[config.mk]
export PLATFORM = sky130hd
export DESIGN_NAME = burst_addr_seq
export DESIGN_NICKNAME = d
export VERILOG_FILES = /design/src/rtl/bas_pkg.sv /design/src/rtl/bas_cmd_decode.sv /design/src/rtl/bas_state_reg.sv /design/src/rtl/bas_order_map.sv /design/src/rtl/burst_addr_seq.sv
export SDC_FILE = /design/constraint.sdc
export NUM_CORES = 1
export LEC_CHECK = 0
export ABC_CLOCK_PERIOD_IN_PS = 800
export CELL_PAD_IN_SITES_DETAIL_PLACEMENT = 0
export CELL_PAD_IN_SITES_GLOBAL_PLACEMENT = 1
export CORE_AREA = 2 2 42 59
export DETAILED_ROUTE_END_ITERATION = 10
export DIE_AREA = 0 0 44 61
export DONT_BUFFER_PORTS = 1
export GPL_TIMING_DRIVEN = 0
export PLACE_DENSITY = 0.76
export SYNTH_ARGS = -nofsm -noshare
export SYNTH_HDL_FRONTEND = slang
export SYNTH_SLANG_ARGS = --single-unit
[constraint.sdc]
create_clock -name clk -period 0.8 [get_ports clk]
set_input_delay 0.08 -clock clk [delete_from_list [all_inputs] [get_ports clk]]
set_output_delay 0.08 -clock clk [all_outputs]
set_load 0.03 [all_outputs]
[src/rtl/bas_pkg.sv]
package bas_pkg;

    localparam int unsigned LOW_W    = 2;
    localparam int unsigned N_BEATS  = 1 << LOW_W;

    typedef enum logic [1:0] {
        CMD_HOLD = 2'd0,
        CMD_LOAD = 2'd1,
        CMD_STEP = 2'd2
    } cmd_e;

    typedef enum logic {
        ORD_LINEAR      = 1'b0,
        ORD_INTERLEAVED = 1'b1
    } order_e;

    typedef struct packed {
        logic [LOW_W-1:0] start_lo;
        logic [LOW_W-1:0] beat;
        order_e           order;
    } burst_state_t;

    localparam burst_state_t STATE_RESET = '{
        start_lo: '0,
        beat:     '0,
        order:    ORD_LINEAR
    };

    function automatic logic [LOW_W-1:0] beat_next(input logic [LOW_W-1:0] b);
        return b + LOW_W'(1);
    endfunction

    function automatic cmd_e decode_cmd(input logic ce_n, input logic adv_n);
        if (ce_n)
            return CMD_HOLD;
        else if (!adv_n)
            return CMD_LOAD;
        else
            return CMD_STEP;
    endfunction

endpackage

[src/rtl/bas_cmd_decode.sv]
module bas_cmd_decode
    import bas_pkg::*;
(
    input  logic ce_n,
    input  logic adv_n,
    output cmd_e cmd
);

    always_comb begin
        cmd = decode_cmd(ce_n, adv_n);
    end

endmodule

[src/rtl/bas_state_reg.sv]
module bas_state_reg
    import bas_pkg::*;
#(
    parameter int unsigned ADDR_W = 16,
    localparam int unsigned UP_W  = ADDR_W - LOW_W
) (
    input  logic              clk,
    input  logic              rst,
    input  cmd_e              cmd,
    input  logic              mode_ilv,
    input  logic [ADDR_W-1:0] ext_addr,
    output logic [UP_W-1:0]   upper_q,
    output burst_state_t      state_q
);

    burst_state_t     state_d;
    logic [UP_W-1:0]  upper_d;

    always_comb begin
        state_d = state_q;
        upper_d = upper_q;
        unique case (cmd)
            CMD_LOAD: begin
                upper_d          = ext_addr[ADDR_W-1:LOW_W];
                state_d.start_lo = ext_addr[LOW_W-1:0];
                state_d.beat     = '0;
                state_d.order    = mode_ilv ? ORD_INTERLEAVED : ORD_LINEAR;
            end
            CMD_STEP: begin
                state_d.beat = beat_next(state_q.beat);
            end
            default: begin
                state_d = state_q;
            end
        endcase
    end

    always_ff @(posedge clk) begin
        if (rst) begin
            state_q <= STATE_RESET;
            upper_q <= '0;
        end else begin
            state_q <= state_d;
            upper_q <= upper_d;
        end
    end

endmodule

[src/rtl/bas_order_map.sv]
module bas_order_map
    import bas_pkg::*;
(
    input  burst_state_t     state,
    output logic [LOW_W-1:0] low_addr
);

    logic [LOW_W-1:0] lin_lo;
    logic [LOW_W-1:0] ilv_lo;

    assign lin_lo = state.start_lo + state.beat;

    for (genvar i = 0; i < LOW_W; i++) begin : g_ilv_bit
        assign ilv_lo[i] = state.start_lo[i] ^ state.beat[i];
    end

    always_comb begin
        unique case (state.order)
            ORD_INTERLEAVED: low_addr = ilv_lo;
            default:         low_addr = lin_lo;
        endcase
    end

endmodule

[src/rtl/burst_addr_seq.sv]
module burst_addr_seq
    import bas_pkg::*;
#(
    parameter int unsigned ADDR_W = 16
) (
    input  logic              clk,
    input  logic              rst,
    input  logic              ce_n,
    input  logic              adv_n,
    input  logic              mode_ilv,
    input  logic [ADDR_W-1:0] ext_addr,
    output logic [ADDR_W-1:0] addr
);

    localparam int unsigned UP_W = ADDR_W - LOW_W;

    cmd_e             cmd;
    burst_state_t     state_q;
    logic [UP_W-1:0]  upper_q;
    logic [LOW_W-1:0] low_addr;

    bas_cmd_decode u_dec (
        .ce_n  (ce_n),
        .adv_n (adv_n),
        .cmd   (cmd)
    );

    bas_state_reg #(.ADDR_W(ADDR_W)) u_state (
        .clk      (clk),
        .rst      (rst),
        .cmd      (cmd),
        .mode_ilv (mode_ilv),
        .ext_addr (ext_addr),
        .upper_q  (upper_q),
        .state_q  (state_q)
    );

    bas_order_map u_map (
        .state    (state_q),
        .low_addr (low_addr)
    );

    assign addr = {upper_q, low_addr};

endmodule

==> run_results.csv, run 1 <==
group,metric,value,unit
clock_tree,cts_buffer_depth,2,
global_routing,gr-total-overflow,0,
sta,rsz0062_at_grt,"yes",
sta,fin_crit,1248,ps
place,place.detailed.hpwl,1.084,mm
yosys,synth_area_per_cell,8.303,um^2
sta,finalCritPeriodShare,1.559,
die,coreArea,0.002152,mm^2
place,gp_congestion,0.6533,
route,wl_per_cell,11.94,um
place,place_ws,-170.8,ps
yosys,yosysSeqAreaShare,0.5205,
clock_tree,root_buffer,"clkbuf_4",
global_routing,grt_max_degree,11,
critical_path,cp_num_buf_inv,0,
clock_tree,cts_sinks,19,
clock_tree,numCtsBuffers,3,
finish,fillerInstances,206,
die,dieArea,0.002684,mm^2
finish,finalInstanceArea,0.001136,mm^2
sta,relSlewSlack,0.7164,
die,std_cell_rows,20,
route,ant_nets,0,
route,drt_pass1_iterations,4,
finish,drive_above_1_share,0.3017,
place,dpl_cell_area,798.3,um^2
global_routing,grtUsageTotal,0.1378,
global_routing,busiest_layer,"met2",
finish,area_growth,55.48,%
route,initialDrtViolationCount,12,
critical_path,cp_top_family,"flip-flops",
yosys,yosysWarnings,0,
clock_tree,cts_tree,"yes",
die,die-width,44,um
run_status,status,"finished with violations",
yosys,synth_seq_cells,19,
sta,final_hold_viol_count,0,
critical_path,crit_slowest_cell,"dfxtp_4",
sta,clock.fmax,0.8016,GHz
finish,nNetsFinal,139,
yosys,synthCells,88,
sta,setup_viol,4,
critical_path,crit_path_cell_trace,"ha_4 > nor2b_4 > xnor2_4",
route,drt_wl_total,1.648,mm
clock_tree,clkTransAtPathRegs,90,ps
worst_hold_path,hp-class,"in2reg",
global_routing,met1_usage,0.1408,
global_routing,met3_usage,0.04762,
die,dieHeight,61,um
critical_path,start_kind,"flop",
clock_tree,cts_htree_levels,1,
sta,worst_pin_slew,425.3,ps
power_and_ir_drop,leakage,0.0004308,uW
job,drv_cap,0,
yosys,synthesis.nets,110,
sta,setup_tns,-998.7,ps
route,drc,0,
run_status,violations,"setup timing",
die,ios,37,
critical_path,crit_path_max_incr_delay,360,ps
critical_path,path_class,"reg2out",
die,start_util,0.3395,
place,io_buffer_count,0,
finish,n_antenna_cell,0,
global_routing,grt_pass1_vias,648,
global_routing,use_met2,0.2416,
route,via_per_inst,4.746,
global_routing,grt_pass1_wl,2.622,mm
critical_path,crit_fanout,2,
power_and_ir_drop,vdd_ir_drop_max,0.7748,mV
critical_path,required,720,ps
sta,slew_violations,0,
clock_tree,clk_latency,280,ps
sta,fin_ws,-447.6,ps
global_routing,antenna_found_initial,0,
critical_path,endpoint_kind,"primary output",
sta,fin_skew,0.1940,ps
route,num_vias,655,
sta,fin_hold_ws,68.33,ps
yosys,synthDistinctLibCells,18,
critical_path,cp.arrival,1170,ps
power_and_ir_drop,pwr_density_cell,1577,mW/mm^2
yosys,syn_area,730.7,um^2
worst reg2reg max path, delay by kind of cell, from the launching register on:
family	cells	cell delay [ps]
compound gates	1	50
buf+inv	2	240
flops	1	360
simple gates	2	240
layout make-up:
cell class	count	area [um^2]	share of cell area
plain buffers	5	46.29	0.04075
clock buffers	4	26.28	0.02313
multi-input cells	64	364.1	0.3205
flip-flops and latches	19	437.9	0.3855
well taps	22	27.53	0.02423
repair buffers	24	234.0	0.2059
through the flow:
step / instances / utilization / power (uW)
after detailed placement: 110 / 0.3709 / 1279
after global placement: 110 / 0.3709 / 1272
final: 138 / 0.5279 / 1792
after floorplan: 88 / - / 1248
after global routing: 138 / 0.5279 / 1889
after CTS: 134 / 0.5070 / 1808
report_power, final:
part | leakage [uW] | switching [uW] | internal, uW
Clock | 0.0000150 | 255 | 194
Sequential | 0.000167 | 95.3 | 966
Combinational | 0.000249 | 124 | 158
final timing paths:
path	start	end	slack, ps	cells past startpoint
min reg2reg	u_state.state_q[3]	u_state.state_q[3]	490	2
max	u_state.state_q[1]	addr[1]	-450	3
min	rst	u_state.upper_q[10]	70	2
max reg2reg	u_state.state_q[1]	u_state.state_q[1]	-160	5
per-layer routing:
metal | vias to the layer above | share of wire | routed length (um)
met4 | 0 | 0.0085 | 14
li1 | 338 | - | -
met2 | 24 | 0.54 | 897
met1 | 291 | 0.38 | 619
met5 | - | 0 | 0
met3 | 2 | 0.070 | 116
synth_stat cells (all sizes together):
cell	n	area [um^2]
or2	1	6.260
nor2b	2	12.51
a21oi	19	95.09
dfxtp	19	380.4
nand2	34	130.1
ha	1	12.51
o21ai	1	5.000
xnor2	2	17.52
nor2	2	10.01
buf	5	42.53
nand4bb	1	11.26
nor3b	1	7.510
sequential cells by signal (all words and copies together) (netlist names):
name / cells
u_state.state_q: 5
u_state.upper_q: 14
logic make-up (layout without fill, tap and decap cells):
family | Yosys count | count (layout) | synth area share
buffers and inverters | 5 | 33 | 0.05820
DFF | 19 | 19 | 0.5205
adders and majority gates | 1 | 1 | 0.01712
AOI/OAI and AO/OA | 20 | 20 | 0.1370
and+or+nand+nor | 41 | 41 | 0.2432
xor gates and xnor gates | 2 | 2 | 0.02398
repair_timing:
item                                    4_1_cts  5_1_grt
endpoints found under the setup margin       30       35
gates resized for setup                      33        5
setup buffers                                 1        3
hold buffers                                 19        0
endpoints found under the hold margin        19        0
pin swaps                                     3        2
gates cloned                                  0        1
layout by cell type (no fill, tap or decap), types with 2 or more instances in the layout:
cell | Yosys | final
nand2_1 | 33 | 33
a21oi_1 | 19 | 19
dlygate4sd3_1 | 0 | 17
dfxtp_4 | 0 | 15
buf_6 | 1 | 3
clkbuf_4 | 0 | 3
buf_4 | 1 | 3
dfxtp_1 | 19 | 3
buf_2 | 1 | 2
dlymetal6s4s_1 | 0 | 2
No activity file was read; power rests on OpenSTA's default activity.
==> run 2, diff against run 1 <==
- ABC_CLOCK_PERIOD_IN_PS: 800 -> 1500
- CORE_AREA: 2 2 42 59 -> 2 2 45 47
- DIE_AREA: 0 0 44 61 -> 0 0 47 49
- PLACE_DENSITY: 0.76 -> 0.83
- clock period: 0.8 -> 1.5 ns (I/O delays scaled with it)
==> run 2 against run 1 <==
  * Clock skew barely moved
  * Combinational power fell by 55%
  * Hold slack got worse by 57 ps
  * Flip-flop and latch count did not move
  * Non-clock buffer count fell by 6
  * Design area fell by 13%
  * Die area fell by 14%
  * Critical path depth did not move
  * Sequential power fell by 46%
  * Sequential share of layout area rose by 0.12 points
  * Count of clock-buffer cells in the layout did not move
  * The run now ends clean
  * Power fell by 46%
==> run_results.csv, run 2 (synthesized netlist as in run 1, its figures left out) <==
group,metric,value,unit
route,drc,0,
critical_path,required,1350,ps
place,dpl_cell_area,764.5,um^2
route,via_per_inst,4.825,
global_routing,grtUsageTotal,0.1656,
finish,fillerInstances,180,
sta,fin_crit,1443,ps
critical_path,crit_path_max_incr_delay,360,ps
finish,n_antenna_cell,0,
die,dieHeight,49,um
global_routing,grt_pass1_wl,2.725,mm
finish,nNetsFinal,133,
finish,top_regs,"u_state.upper_q (14), u_state.state_q (5)",
clock_tree,numCtsBuffers,3,
power_and_ir_drop,vdd_ir_drop_max,0.5901,mV
sta,worst_pin_slew,445.2,ps
finish,finalInstanceArea,993.5,um^2
die,std_cell_rows,16,
sta,setup_tns,0,ps
critical_path,endpoint_kind,"primary output",
clock_tree,clk_latency,290,ps
critical_path,crit_slowest_cell,"dfxtp_4",
finish,stdcell_count,137,
sta,setup_viol,0,
worst_hold_path,hold_depth,2,
job,drv_cap,0,
sta,fin_skew,0.6546,ps
global_routing,grt_pass1_vias,679,
finish,drive_above_1_share,0.1182,
place,place.detailed.hpwl,1.040,mm
critical_path,crit_path_cell_trace,"ha_1 > nor2b_2 > xnor2_4",
route,drt_wl_total,1.711,mm
critical_path,cp.arrival,1290,ps
critical_path,path_class,"reg2out",
worst_hold_path,hp-class,"in2reg",
sta,relSlewSlack,0.7032,
finish,area_growth,35.96,%
route,wl_per_cell,12.49,um
sta,clock.fmax,0.6930,GHz
power_and_ir_drop,pwr_density_cell,965.4,mW/mm^2
global_routing,gr-total-overflow,0,
sta,final_hold_viol_count,0,
route,ant_nets,0,
critical_path,start_kind,"flop",
die,coreArea,0.001842,mm^2
sta,fin_hold_ws,11.24,ps
die,die-width,47,um
route,initialDrtViolationCount,8,
route,drt_pass1_iterations,4,
place,io_buffer_count,0,
clock_tree,cts_tree,"yes",
clock_tree,cts_buffer_depth,2,
finish,largest_reg_flops,14,
route,num_vias,661,
sta,slew_violations,0,
finish,final_cell_mix,"nand2_1, a21oi_1, dfxtp_1",
die,ios,37,
clock_tree,clkTransAtPathRegs,100,ps
clock_tree,cts_htree_levels,1,
critical_path,crit_fanout,2,
run_status,status,"complete, no violations",
place,dp.cells,115,
die,dieArea,0.002303,mm^2
global_routing,grt_max_degree,11,
sta,rsz0062_at_grt,"no",
finish,top_register,"u_state.upper_q",
finish,fin_util,0.5394,
place,gp_congestion,0.6195,
die,start_util,0.3967,
finish,layout_commonest_cell,"nand2_1",
clock_tree,cts_sinks,19,
power_and_ir_drop,leakage,0.0003700,uW
critical_path,rr_worst_depth,4,
clock_tree,root_buffer,"clkbuf_4",
sta,finalCritPeriodShare,0.9620,
global_routing,antenna_found_initial,0,
-- run 2: cell count changes in the layout (fill, tap and decap cells not counted), moves of 2 or more --
cell and change:
dfxtp_1 +15, dfxtp_4 -14, buf_6 -2, dlymetal6s4s_1 -2
-- run 2: stage by stage --
| step | worst slack (ps) | power [uW] |
|---|---|---|
| after floorplan | 192.1 | 654.6 |
| after global placement | 158.1 | 667.7 |
| after detailed placement | 130.0 | 670.9 |
| after CTS | 41.58 | 971.5 |
| after global routing | 1.356 | 1009 |
| final | 56.96 | 959.1 |
-- run 2: cell type report --
type	instances	area, um^2	area share
tap	27	33.78	0.03401
timing repair buffer	18	177.7	0.1788
buffer	5	42.54	0.04282
multi-input combinational	64	329.1	0.3312
sequential	19	384.1	0.3866
clock buffer	4	26.28	0.02645
-- run 2: power by group --
part	internal, uW	leakage (uW)	switching, uW
sequential	527	0.000156	48.9
combinational	66.4	0.000199	61.1
clock	103	0.0000150	153
-- run 2: layer usage --
layer / track usage / share of wire / up-vias
li1: - / - / 331
met1: 0.1697 / 0.41 / 301
met2: 0.2922 / 0.52 / 27
met3: 0.05185 / 0.061 / 2
met4: 0.06944 / 0.0070 / 0
met5: 0 / 0 / -
-- run 2: final timing paths --
kind / from / end / slack (ps)
worst max register to register: u_state.state_q[1] / u_state.state_q[1] / 600
worst min register to register: u_state.state_q[3] / u_state.state_q[3] / 470
worst max-delay path: u_state.state_q[1] / addr[1] / 60
worst min-delay path: ce_n / u_state.state_q[1] / 10
-- run 2: worst max-delay path, delay by kind of cell (launching register included) --
family        cells  cell delay, ps
flops             1             360
simple gates      1             180
xor+xnor          1             280
fa+ha+maj         1             180
-- run 2: what timing repair did --
item	4_1_cts	5_1_grt
endpoints found under the hold margin	17	0
setup endpoints to repair	1	0
gates resized for setup	5	0
hold buffers	17	0
buffers inserted	1	0
==> run 3, diff against run 2 <==
- CELL_PAD_IN_SITES_GLOBAL_PLACEMENT: 1 -> 2
- CORE_AREA: 2 2 45 47 -> 2 2 43 61
- DIE_AREA: 0 0 47 49 -> 0 0 45 63
- PLACE_DENSITY: 0.83 -> 0.84
- SYNTH_HIERARCHICAL: not set -> 1
==> run 3 against run 2 <==
  * Wire length shrank 17%
  * Highest routed layer unchanged
  * Design area grew 0.63%
  * Worst setup slack gained 11 ps
  * Critical path depth unchanged
  * Power fell by 0.95%
  * Sequential share of layout area shrank 0.49 points
  * Area after synthesis is 6.8% higher
==> run_results.csv, run 3 <==
group,metric,value,unit
run_status,status,"complete, no violations",
yosys,synth_most_common_cell,"nor2_1",
sta,fin_hold_ws,14.30,ps
sta,clock.fmax,0.6982,GHz
yosys,yosysWarnings,6,
die,die-width,45,um
finish,fillerInstances,227,
route,drt_wl_total,1.417,mm
critical_path,cp.arrival,1280,ps
route,ant_nets,0,
yosys,synth_area_per_cell,10.55,um^2
sta,setup_viol,0,
die,dieHeight,63,um
critical_path,required,1350,ps
place,place.detailed.hpwl,1.015,mm
finish,top_register,"u_state/upper_q",
die,coreArea,0.002312,mm^2
yosys,synthCells,74,
route,initialDrtViolationCount,6,
die,ios,37,
yosys,synth_xor_area_frac,0.02244,
sta,fin_crit,1432,ps
finish,drive_above_1_share,0.1304,
yosys,synth_common_cells,"nor2_1, dfxtp_1, mux2i_1",
global_routing,gr-total-overflow,0,
yosys,synthesis.nets,98,
power_and_ir_drop,pwr_density_cell,950.2,mW/mm^2
yosys,synth_top_family_by_area,"multiplexers",
die,std_cell_rows,21,
finish,n_antenna_cell,0,
sta,fin_skew,8.857,ps
yosys,synth-main-ff-cell,"dfxtp_1",
sta,relSlewSlack,0.7386,
worst_hold_path,hp-class,"in2reg",
power_and_ir_drop,vdd_ir_drop_max,0.5068,mV
yosys,synth_seq_cells,19,
yosys,synth_mux_area_frac,0.2308,
global_routing,grt_pass1_wl,2.339,mm
yosys,synthAdderAreaFrac,0.04808,
critical_path,start_kind,"flop",
finish,nNetsFinal,117,
finish,final_cell_mix,"nor2_1, mux2i_1, dfxtp_1",
yosys,synth_compound_area_frac,0.01282,
place,dpl_cell_area,809.5,um^2
route,drt_pass1_iterations,4,
sta,slew_violations,0,
sta,final_hold_viol_count,0,
yosys,synth_edf_count,0,
finish,top_regs,"u_state/upper_q (14), u_state/state_q (5)",
yosys,synthArstFlopShare,0,
critical_path,critPathLaunch,"u_state/state_q[1]",
finish,area_growth,28.04,%
finish,finalInstanceArea,999.7,um^2
clock_tree,clkTransAtPathRegs,100,ps
global_routing,grt_max_degree,12,
global_routing,grt_pass1_vias,538,
yosys,yosysSeqAreaShare,0.4872,
die,dieArea,0.002835,mm^2
sta,worst_pin_slew,389.3,ps
clock_tree,numCtsBuffers,3,
sta,setup_tns,0,ps
global_routing,grtUsageTotal,0.1127,
clock_tree,clk_latency,290,ps
yosys,synth-simple-area-share,0.1362,
route,via_per_inst,4.791,
clock_tree,root_buffer,"clkbuf_4",
finish,fin_util,0.4324,
place,gp_congestion,0.7079,
route,drc,0,
critical_path,path_class,"reg2out",
clock_tree,cts_tree,"yes",
critical_path,reg2reg_from,"u_state/upper_q[4]",
route,wl_per_cell,12.32,um
yosys,syn_area,780.7,um^2
yosys,synthDistinctLibCells,14,
finish,layout_commonest_cell,"nor2_1",
clock_tree,cts_sinks,19,
job,drv_cap,0,
sta,finalCritPeriodShare,0.9548,
worst_hold_path,min_from,"ext_addr[10]",
clock_tree,cts_htree_levels,1,
global_routing,antenna_found_initial,0,
yosys,yosys.area.top_type_share,0.4872,
yosys,netlist_top_cells_area,"dfxtp_1, mux2i_1, nor2_1",
clock_tree,cts_buffer_depth,2,
die,start_util,0.3377,
power_and_ir_drop,finalPower,950.0,uW
sta,rsz0062_at_grt,"no",
critical_path,endpoint_kind,"primary output",
finish,largest_reg_flops,14,
yosys,yosysTopAreaCell,"dfxtp_1",
route,num_vias,551,
power_and_ir_drop,leakage,0.0004081,uW
critical_path,crit_fanout,4,
place,io_buffer_count,0,
run 3: kinds of logic (layout without fill, tap and decap cells):
logic type / Yosys count / count (layout)
compound gates: 2 / 2
xor+xnor: 2 / 2
flops: 19 / 19
fa+ha+maj: 3 / 3
simple gates: 24 / 24
buf+inv: 6 / 24
mux: 18 / 18
run 3: metal layers:
| layer | part of all wire | global-route usage | vias up |
|---|---|---|---|
| li1 | - | - | 279 |
| met3 | 0.061 | 0.03179 | 2 |
| met5 | 0 | 0 | - |
| met1 | 0.40 | 0.1196 | 248 |
| met4 | 0.0071 | 0.06618 | 0 |
| met2 | 0.53 | 0.1875 | 22 |
run 3: per-stage QoR:
stage	worst slack, ps	cells
after floorplan	204.8	74
after global placement	164.5	97
after detailed placement	159.5	97
after CTS	9.628	109
after global routing	10.15	115
final	67.84	115
run 3: timing repair:
| item | 4_1_cts | 5_1_grt |
|---|---|---|
| endpoints found under the hold margin | 8 | 6 |
| endpoints found under the setup margin | 1 | 1 |
| resized for setup | 1 | 3 |
| pin swaps | 0 | 1 |
| hold buffers | 8 | 6 |
| setup buffers | 0 | 0 |
run 3: cell type report:
cell class,instances,area (um^2),area share
Inverter,2,7.507,0.007509
Timing Repair Buffer,14,140.1,0.1402
Multi-Input combinational cell,49,372.9,0.3730
Tap cell,23,28.78,0.02879
Sequential cell,19,381.6,0.3817
Clock inverter,1,5.005,0.005006
Clock buffer,3,22.52,0.02253
Buffer,4,41.29,0.04130
run 3: worst max-delay path, stage by stage (launching register included):
cell	delay [ps]
dfxtp_2	350
ha_1	190
nor2b_2	180
xnor2_4	280
run 3: path summary, 6_finish.rpt:
kind	to	slack, ps	cells past startpoint
worst min register to register	u_state/state_q[2]	490	2
worst min-delay path	u_state/upper_q[8]	10	2
worst max-delay path	addr[1]	70	3
worst max register to register	u_state/upper_q[4]	680	2
run 3: power breakdown:
group	internal, uW	total (uW)	switching [uW]
Combinational	71.4	127	55.8
Sequential	526	574	47.4
Clock	99.1	249	150
Total	697	950	253
